$ cat src/rtl/mbx_pkg.sv
package mbx_pkg;

  // Events decoded from one port's strobes in one cycle
  typedef struct packed {
    logic wr_peer;  // write to the opposite port's mailbox
    logic rd_own;   // read of this port's own mailbox
  } mbx_evt_t;

  localparam int unsigned SYNC_STAGES = 2;

endpackage

$ cat src/rtl/mbx_rst_sync.sv
module mbx_rst_sync #(
  parameter int unsigned STAGES = 2
) (
  input  logic clk,
  input  logic rst_n,
  output logic rst_sync_n
);

  logic [STAGES-1:0] sync_q;
  logic [STAGES-1:0] sync_d;

  always_comb begin
    sync_d = {sync_q[STAGES-2:0], 1'b1};
  end

  always_ff @(posedge clk or negedge rst_n) begin
    if (!rst_n) sync_q <= '0;
    else        sync_q <= sync_d;
  end

  assign rst_sync_n = sync_q[STAGES-1];

endmodule

$ cat src/rtl/mbx_port_decode.sv
module mbx_port_decode
  import mbx_pkg::*;
#(
  parameter int unsigned ADDR_W    = 12,
  parameter logic [ADDR_W-1:0] OWN_ADDR  = '1,
  parameter logic [ADDR_W-1:0] PEER_ADDR = '0
) (
  input  logic              clk,
  input  logic              rst_n,
  input  logic [ADDR_W-1:0] addr,
  input  logic              cs_n,
  input  logic              we_n,
  input  logic              oe_n,
  output mbx_evt_t          evt
);

  logic wr_cyc;
  logic rd_cyc;
  logic hit_own;
  logic hit_peer;

  always_comb begin
    wr_cyc   = !cs_n && !we_n;
    rd_cyc   = !cs_n &&  we_n && !oe_n;
    hit_own  = (addr == OWN_ADDR);
    hit_peer = (addr == PEER_ADDR);
    evt.wr_peer = wr_cyc && hit_peer;
    evt.rd_own  = rd_cyc && hit_own;
  end

  // a single port never reads and writes in the same cycle
  p_evt_excl_r6: assert property (@(posedge clk) disable iff (!rst_n)
    $onehot0({evt.wr_peer, evt.rd_own}));

  // nothing is decoded while the port is deselected
  p_cs_gate_r6: assert property (@(posedge clk) disable iff (!rst_n)
    cs_n |-> (evt == '0));

endmodule

$ cat src/rtl/mbx_flag.sv
module mbx_flag (
  input  logic clk,
  input  logic rst_n,
  input  logic set_i,
  input  logic clr_i,
  output logic irq_n
);

  logic pend_q;
  logic pend_d;
  logic pend_en;

  always_comb begin
    pend_en = set_i || clr_i;
    pend_d  = set_i;  // set wins over clear
  end

  always_ff @(posedge clk or negedge rst_n) begin
    if (!rst_n)       pend_q <= 1'b0;
    else if (pend_en) pend_q <= pend_d;
  end

  assign irq_n = !pend_q;

  p_set_lands_r2: assert property (@(posedge clk) disable iff (!rst_n)
    set_i |=> !irq_n);

  p_clr_lands_r4: assert property (@(posedge clk) disable iff (!rst_n)
    (clr_i && !set_i) |=> irq_n);

  p_set_wins_r8: assert property (@(posedge clk) disable iff (!rst_n)
    (clr_i && set_i) |=> !irq_n);

  p_hold_r10: assert property (@(posedge clk) disable iff (!rst_n)
    (!set_i && !clr_i) |=> $stable(irq_n));

endmodule

$ cat src/rtl/mbx_irq_ctrl.sv
module mbx_irq_ctrl
  import mbx_pkg::*;
#(
  parameter int unsigned ADDR_W = 12
) (
  input  logic              clk,
  input  logic              rst_n,
  input  logic [ADDR_W-1:0] p0_addr,
  input  logic              p0_cs_n,
  input  logic              p0_we_n,
  input  logic              p0_oe_n,
  input  logic [ADDR_W-1:0] p1_addr,
  input  logic              p1_cs_n,
  input  logic              p1_we_n,
  input  logic              p1_oe_n,
  output logic              p0_irq_n,
  output logic              p1_irq_n
);

  localparam int unsigned NPORT = 2;
  localparam logic [ADDR_W-1:0] P1_BOX = {ADDR_W{1'b1}};
  localparam logic [ADDR_W-1:0] P0_BOX = P1_BOX - 1'b1;

  logic rst_int_n;

  logic [ADDR_W-1:0] addr_v [NPORT];
  logic [NPORT-1:0]  cs_v, we_v, oe_v, irq_v;
  mbx_evt_t          evt_v  [NPORT];

  always_comb begin
    addr_v[0] = p0_addr;  addr_v[1] = p1_addr;
    cs_v = {p1_cs_n, p0_cs_n};
    we_v = {p1_we_n, p0_we_n};
    oe_v = {p1_oe_n, p0_oe_n};
  end

  mbx_rst_sync #(.STAGES(SYNC_STAGES)) u_rst (
    .clk        (clk),
    .rst_n      (rst_n),
    .rst_sync_n (rst_int_n)
  );

  for (genvar g = 0; g < NPORT; g++) begin : g_port
    localparam logic [ADDR_W-1:0] OWN  = (g == 0) ? P0_BOX : P1_BOX;
    localparam logic [ADDR_W-1:0] PEER = (g == 0) ? P1_BOX : P0_BOX;

    mbx_port_decode #(
      .ADDR_W    (ADDR_W),
      .OWN_ADDR  (OWN),
      .PEER_ADDR (PEER)
    ) u_dec (
      .clk  (clk),
      .rst_n(rst_int_n),
      .addr (addr_v[g]),
      .cs_n (cs_v[g]),
      .we_n (we_v[g]),
      .oe_n (oe_v[g]),
      .evt  (evt_v[g])
    );

    // interrupt g is set by the other port, cleared by its owner
    mbx_flag u_flag (
      .clk   (clk),
      .rst_n (rst_int_n),
      .set_i (evt_v[NPORT-1-g].wr_peer),
      .clr_i (evt_v[g].rd_own),
      .irq_n (irq_v[g])
    );
  end

  assign p0_irq_n = irq_v[0];
  assign p1_irq_n = irq_v[1];

  // with no mailbox address on either bus, both outputs hold
  p_other_addr_r9: assert property (@(posedge clk) disable iff (!rst_int_n)
    (p0_addr != P0_BOX && p0_addr != P1_BOX &&
     p1_addr != P0_BOX && p1_addr != P1_BOX)
    |=> ($stable(p0_irq_n) && $stable(p1_irq_n)));

  // port 0 writing its own box while port 1 stays off the bus leaves both alone
  p_own_write_r7: assert property (@(posedge clk) disable iff (!rst_int_n)
    (!p0_cs_n && !p0_we_n && p0_addr == P0_BOX && p1_cs_n)
    |=> ($stable(p0_irq_n) && $stable(p1_irq_n)));

endmodule

$ cat config.mk
export PLATFORM = sky130hd
export DESIGN_NAME = mbx_irq_ctrl
export DESIGN_NICKNAME = d
export VERILOG_FILES = /design/src/rtl/mbx_pkg.sv /design/src/rtl/mbx_rst_sync.sv /design/src/rtl/mbx_port_decode.sv /design/src/rtl/mbx_flag.sv /design/src/rtl/mbx_irq_ctrl.sv
export SDC_FILE = /design/constraint.sdc
export NUM_CORES = 1
export LEC_CHECK = 0
export BUFFER_PORTS_ARGS = -buffer_cell sky130_fd_sc_hd__buf_4
export CAP_MARGIN = 20
export CORE_AREA = 2 2 39 41
export CTS_CLUSTER_SIZE = 25
export DETAILED_ROUTE_END_ITERATION = 7
export DIE_AREA = 0 0 41 43
export SLEW_MARGIN = 40
export SYNTH_ARGS = -nofsm -noshare
export SYNTH_HDL_FRONTEND = slang
export SYNTH_SLANG_ARGS = --single-unit
$ cat constraint.sdc
create_clock -name clk -period 0.8 [get_ports clk]
set_input_delay 0.04 -clock clk [delete_from_list [all_inputs] [get_ports clk]]
set_output_delay 0.04 -clock clk [all_outputs]
set_load 0.01 [all_outputs]
==> results.md <==
* Outcome: completed
* Worst path buffer plus inverter count at 2
* DRC violations left at 0
* Root Driver: clkbuf_4
* Yosys reg bits at 4
* Part of the cycle the worst path needs at 98.7%
* Worst r2r path cells at 3
* Routed wire length at between 800 and 900 um
* Synthesized area per cell at 9.84 um2
* Multi-input logic area at around 130 um2
* Post-DP HPWL at around 700 um
* Total track usage at a little under a tenth
* Cell variety after synth at 13
* F_max at approximately 1300 MHz
* Antenna Cells at 0
* Top routing layer used: met3
* Critical path depth at 2
* CP Capture Type: output pin
* Worst Setup SP: g_port[0].u_flag.pend_q$_DFFE_PN0P_
* Die Y at 43 um
* Worst-path cell with the longest stage delay: dfrtp_1
* DRT iter0 DRCs at 0
* Met3 Wirelength at 66 um
* Clk pin slew, worst setup/hold paths at ~0.040 ns
* DRT antenna net count at 0
* Post-Synthesis Cells at 22
* Internal power at between 0.4 and 0.5 mW
* Router iterations before antenna repair at 1
* IO buf count at 33
* Slew Viols, Final at 0
* Commonest cells in the netlist: dfrtp_1, nand4_1, inv_1, nand4b_1, nor4_1
* Initial Util at between 10% and 20%
* Static leakage at 0.278 nW
* Cell area after layout at 587 um2
* Sequential-to-total area share from yosys stat at around 46%
* Combinational share of power at between 20% and 30%
* Yosys top cell by area: dfrtp_1
* Critical R2R Capture: g_port[0].u_flag.pend_q$_DFFE_PN0P_
* Largest net degree at the start of global routing at 3
* Warnings, synthesis at 0
* Met2 routed WL at roughly 480 um
* Synth area leaders: dfrtp_1, nand4_1, nand4b_1
* Crit path max fanout at 2
* Register area at between 100 and 150 um2
* Vias in the first global route at between 300 and 400
* Max Cap Viol at 0
* GRT overflow at 0
* Peak VDD IR at around 700 uV
* Worst Skew at roughly 0.005 ns
* Initial antenna violation count at 0
* Number of synthesized flops with an enable pin at 0
* Top cell type's share of synthesized area at 46.2%
* First-pass GRT wire length at around 1200 um
* Clk pwr share at ~41%
* Core Footprint at 1380 um2
* Via count at approximately 350
* Crit-path max cell delay at 0.37 ns
* Final Util at a little over two fifths
* Met1 WL at ~280 um
* Cts bufs inserted at 3
* Final Net Count at between 90 and 100
* CP top delay family: flip-flops
* Layout area overhead at 171%
* # IOs at 34
* Final setup violating endpoints at 0
* TritonCTS Sinks at 4
* Worst Path Required at ~0.76 ns
* HP Class: reg2async
* PwrDens at just over 1000 nW/um2
* Asr flop ratio synth at between 90% and 100%
* Fill count at 139
* Worst hold slack at a little under 0.02 ns
* Cell Area, Synth at approximately 220 um2
* Syn_nets at 54
* Crit-path cells: inv_2 -> buf_6
* Net Sw Frac at roughly a fifth
* Startpoint Class: register
* Gp weighted congestion at roughly 0.61
* Sequential fraction of design power at around a third
* WL/cell at ~10 um
* Die Wd at 41 um
* CP Class: reg2out
* Fin. Hold Viols at 0
* Fin crit period at between 0.7 and 0.8 ns
* Max Root-Sink Buffers at 2
* Die area at 1760 um2
* Layout cells sized above 1 at about three quarters
* Main synth FF type: dfrtp_1
* R2R Setup Slk at ~0.090 ns
* DP Area at 507 um2
* RSZ-0062 raised after global routing: yes
* CP endpoint: p0_irq_n
* CTS HTree Levels at 1
* Avg Vias per Cell at ~4.4
* CTS tree: done
* Critical path arrival at ~0.75 ns
* NetSw at around 0.12 mW
* Worst-Skew Late Latency at ~0.23 ns
* Worst r2r src: g_port[0].u_flag.pend_q$_DFFE_PN0P_
* Std cell rows at 14
-- placed cells by master, fill, tap and decap left out, drive strengths merged --
cell         synthesis  routed
inv                  2       2
nand3b               1       1
nand4b               2       2
nand4                4       4
nand2b               1       1
or4                  1       1
clkbuf               0       3
o21ai                1       1
dlygate4sd3          0       1
nor4                 2       2
conb                 1       1
or3b                 1       1
buf                  0      38
dfrtp                4       4
o32ai                1       1
or3                  1       1
-- state kept, by name (all words and copies together) (netlist names) --
name	flops
g_port.u_flag.pend_q	2
u_rst.sync_q	2
-- worst register-to-register path, delay by kind of cell, from the launching register on --
family	cells	cell delay, ns
flops	1	0.37
buf+inv	2	0.16
compound gates	1	0.05
-- stage by stage --
step,worst slack [ns],TNS [ns],std cells,power [mW]
final,0.0105,0,80,0.604
after global routing,-0.0180,-0.0269,80,0.631
after CTS,-0.000144,-0.000144,80,0.615
after detailed placement,-0.223,-0.391,74,0.353
after global placement,-0.181,-0.354,74,0.348
after floorplan,-0.0352,-0.0352,22,0.227
-- how the worst min path moves through the flow --
| stage | from | end | slack (ns) | depth (start not counted) |
|---|---|---|---|---|
| after floorplan | rst_n | u_rst.sync_q[0]$_DFF_PN0_ | -0.26 | 0 |
| after global placement | rst_n | u_rst.sync_q[0]$_DFF_PN0_ | -0.18 | 1 |
| after detailed placement | rst_n | u_rst.sync_q[0]$_DFF_PN0_ | -0.17 | 1 |
| after CTS | p1_addr[0] | g_port[0].u_flag.pend_q$_DFFE_PN0P_ | -0.0008 | 2 |
| after global routing | p1_addr[0] | g_port[0].u_flag.pend_q$_DFFE_PN0P_ | 0.02 | 2 |
| final | u_rst.sync_q[1]$_DFF_PN0_ | g_port[0].u_flag.pend_q$_DFFE_PN0P_ | 0.02 | 0 |
-- power groups by stage --
stage	Sequential, mW	Combinational [mW]	Clock [mW]
after floorplan	0.213	0.0134	0
after CTS	0.212	0.143	0.261
after detailed placement	0.215	0.138	0
after global placement	0.214	0.135	0
after global routing	0.212	0.157	0.261
final	0.212	0.145	0.247
-- repair_timing --
item / CTS / global route
setup endpoints to repair: 2 / 3
endpoints found under the hold margin: 3 / 0
buffers inserted: 2 / 0
hold buffers: 1 / 0
gates resized for setup: 4 / 4
pin swaps: 0 / 1
-- area by class of cell --
type / count / share of cell area, %
Clock buffer: 3 / 3.84
Sequential cell: 4 / 17.1
Inverter: 2 / 1.28
Tap cell: 16 / 3.41
Timing Repair Buffer: 39 / 51.6
Multi-Input combinational cell: 16 / 22.8
-- cell families after synthesis --
logic type      after synthesis  synth area share (%)
flops                         4                  46.2
compound gates                2                  6.36
buf+inv                       2                  3.47
simple gates                 13                  42.2
other cells                   1                  1.73
-- metal layers --
| metal | track usage, % | vias to the layer above |
|---|---|---|
| met5 | 0 | - |
| met4 | 0 | 0 |
| met3 | 6.28 | 0 |
| met2 | 15.6 | 15 |
| met1 | 10.3 | 164 |
| li1 | - | 173 |
No activity file was read; power rests on OpenSTA's default activity.
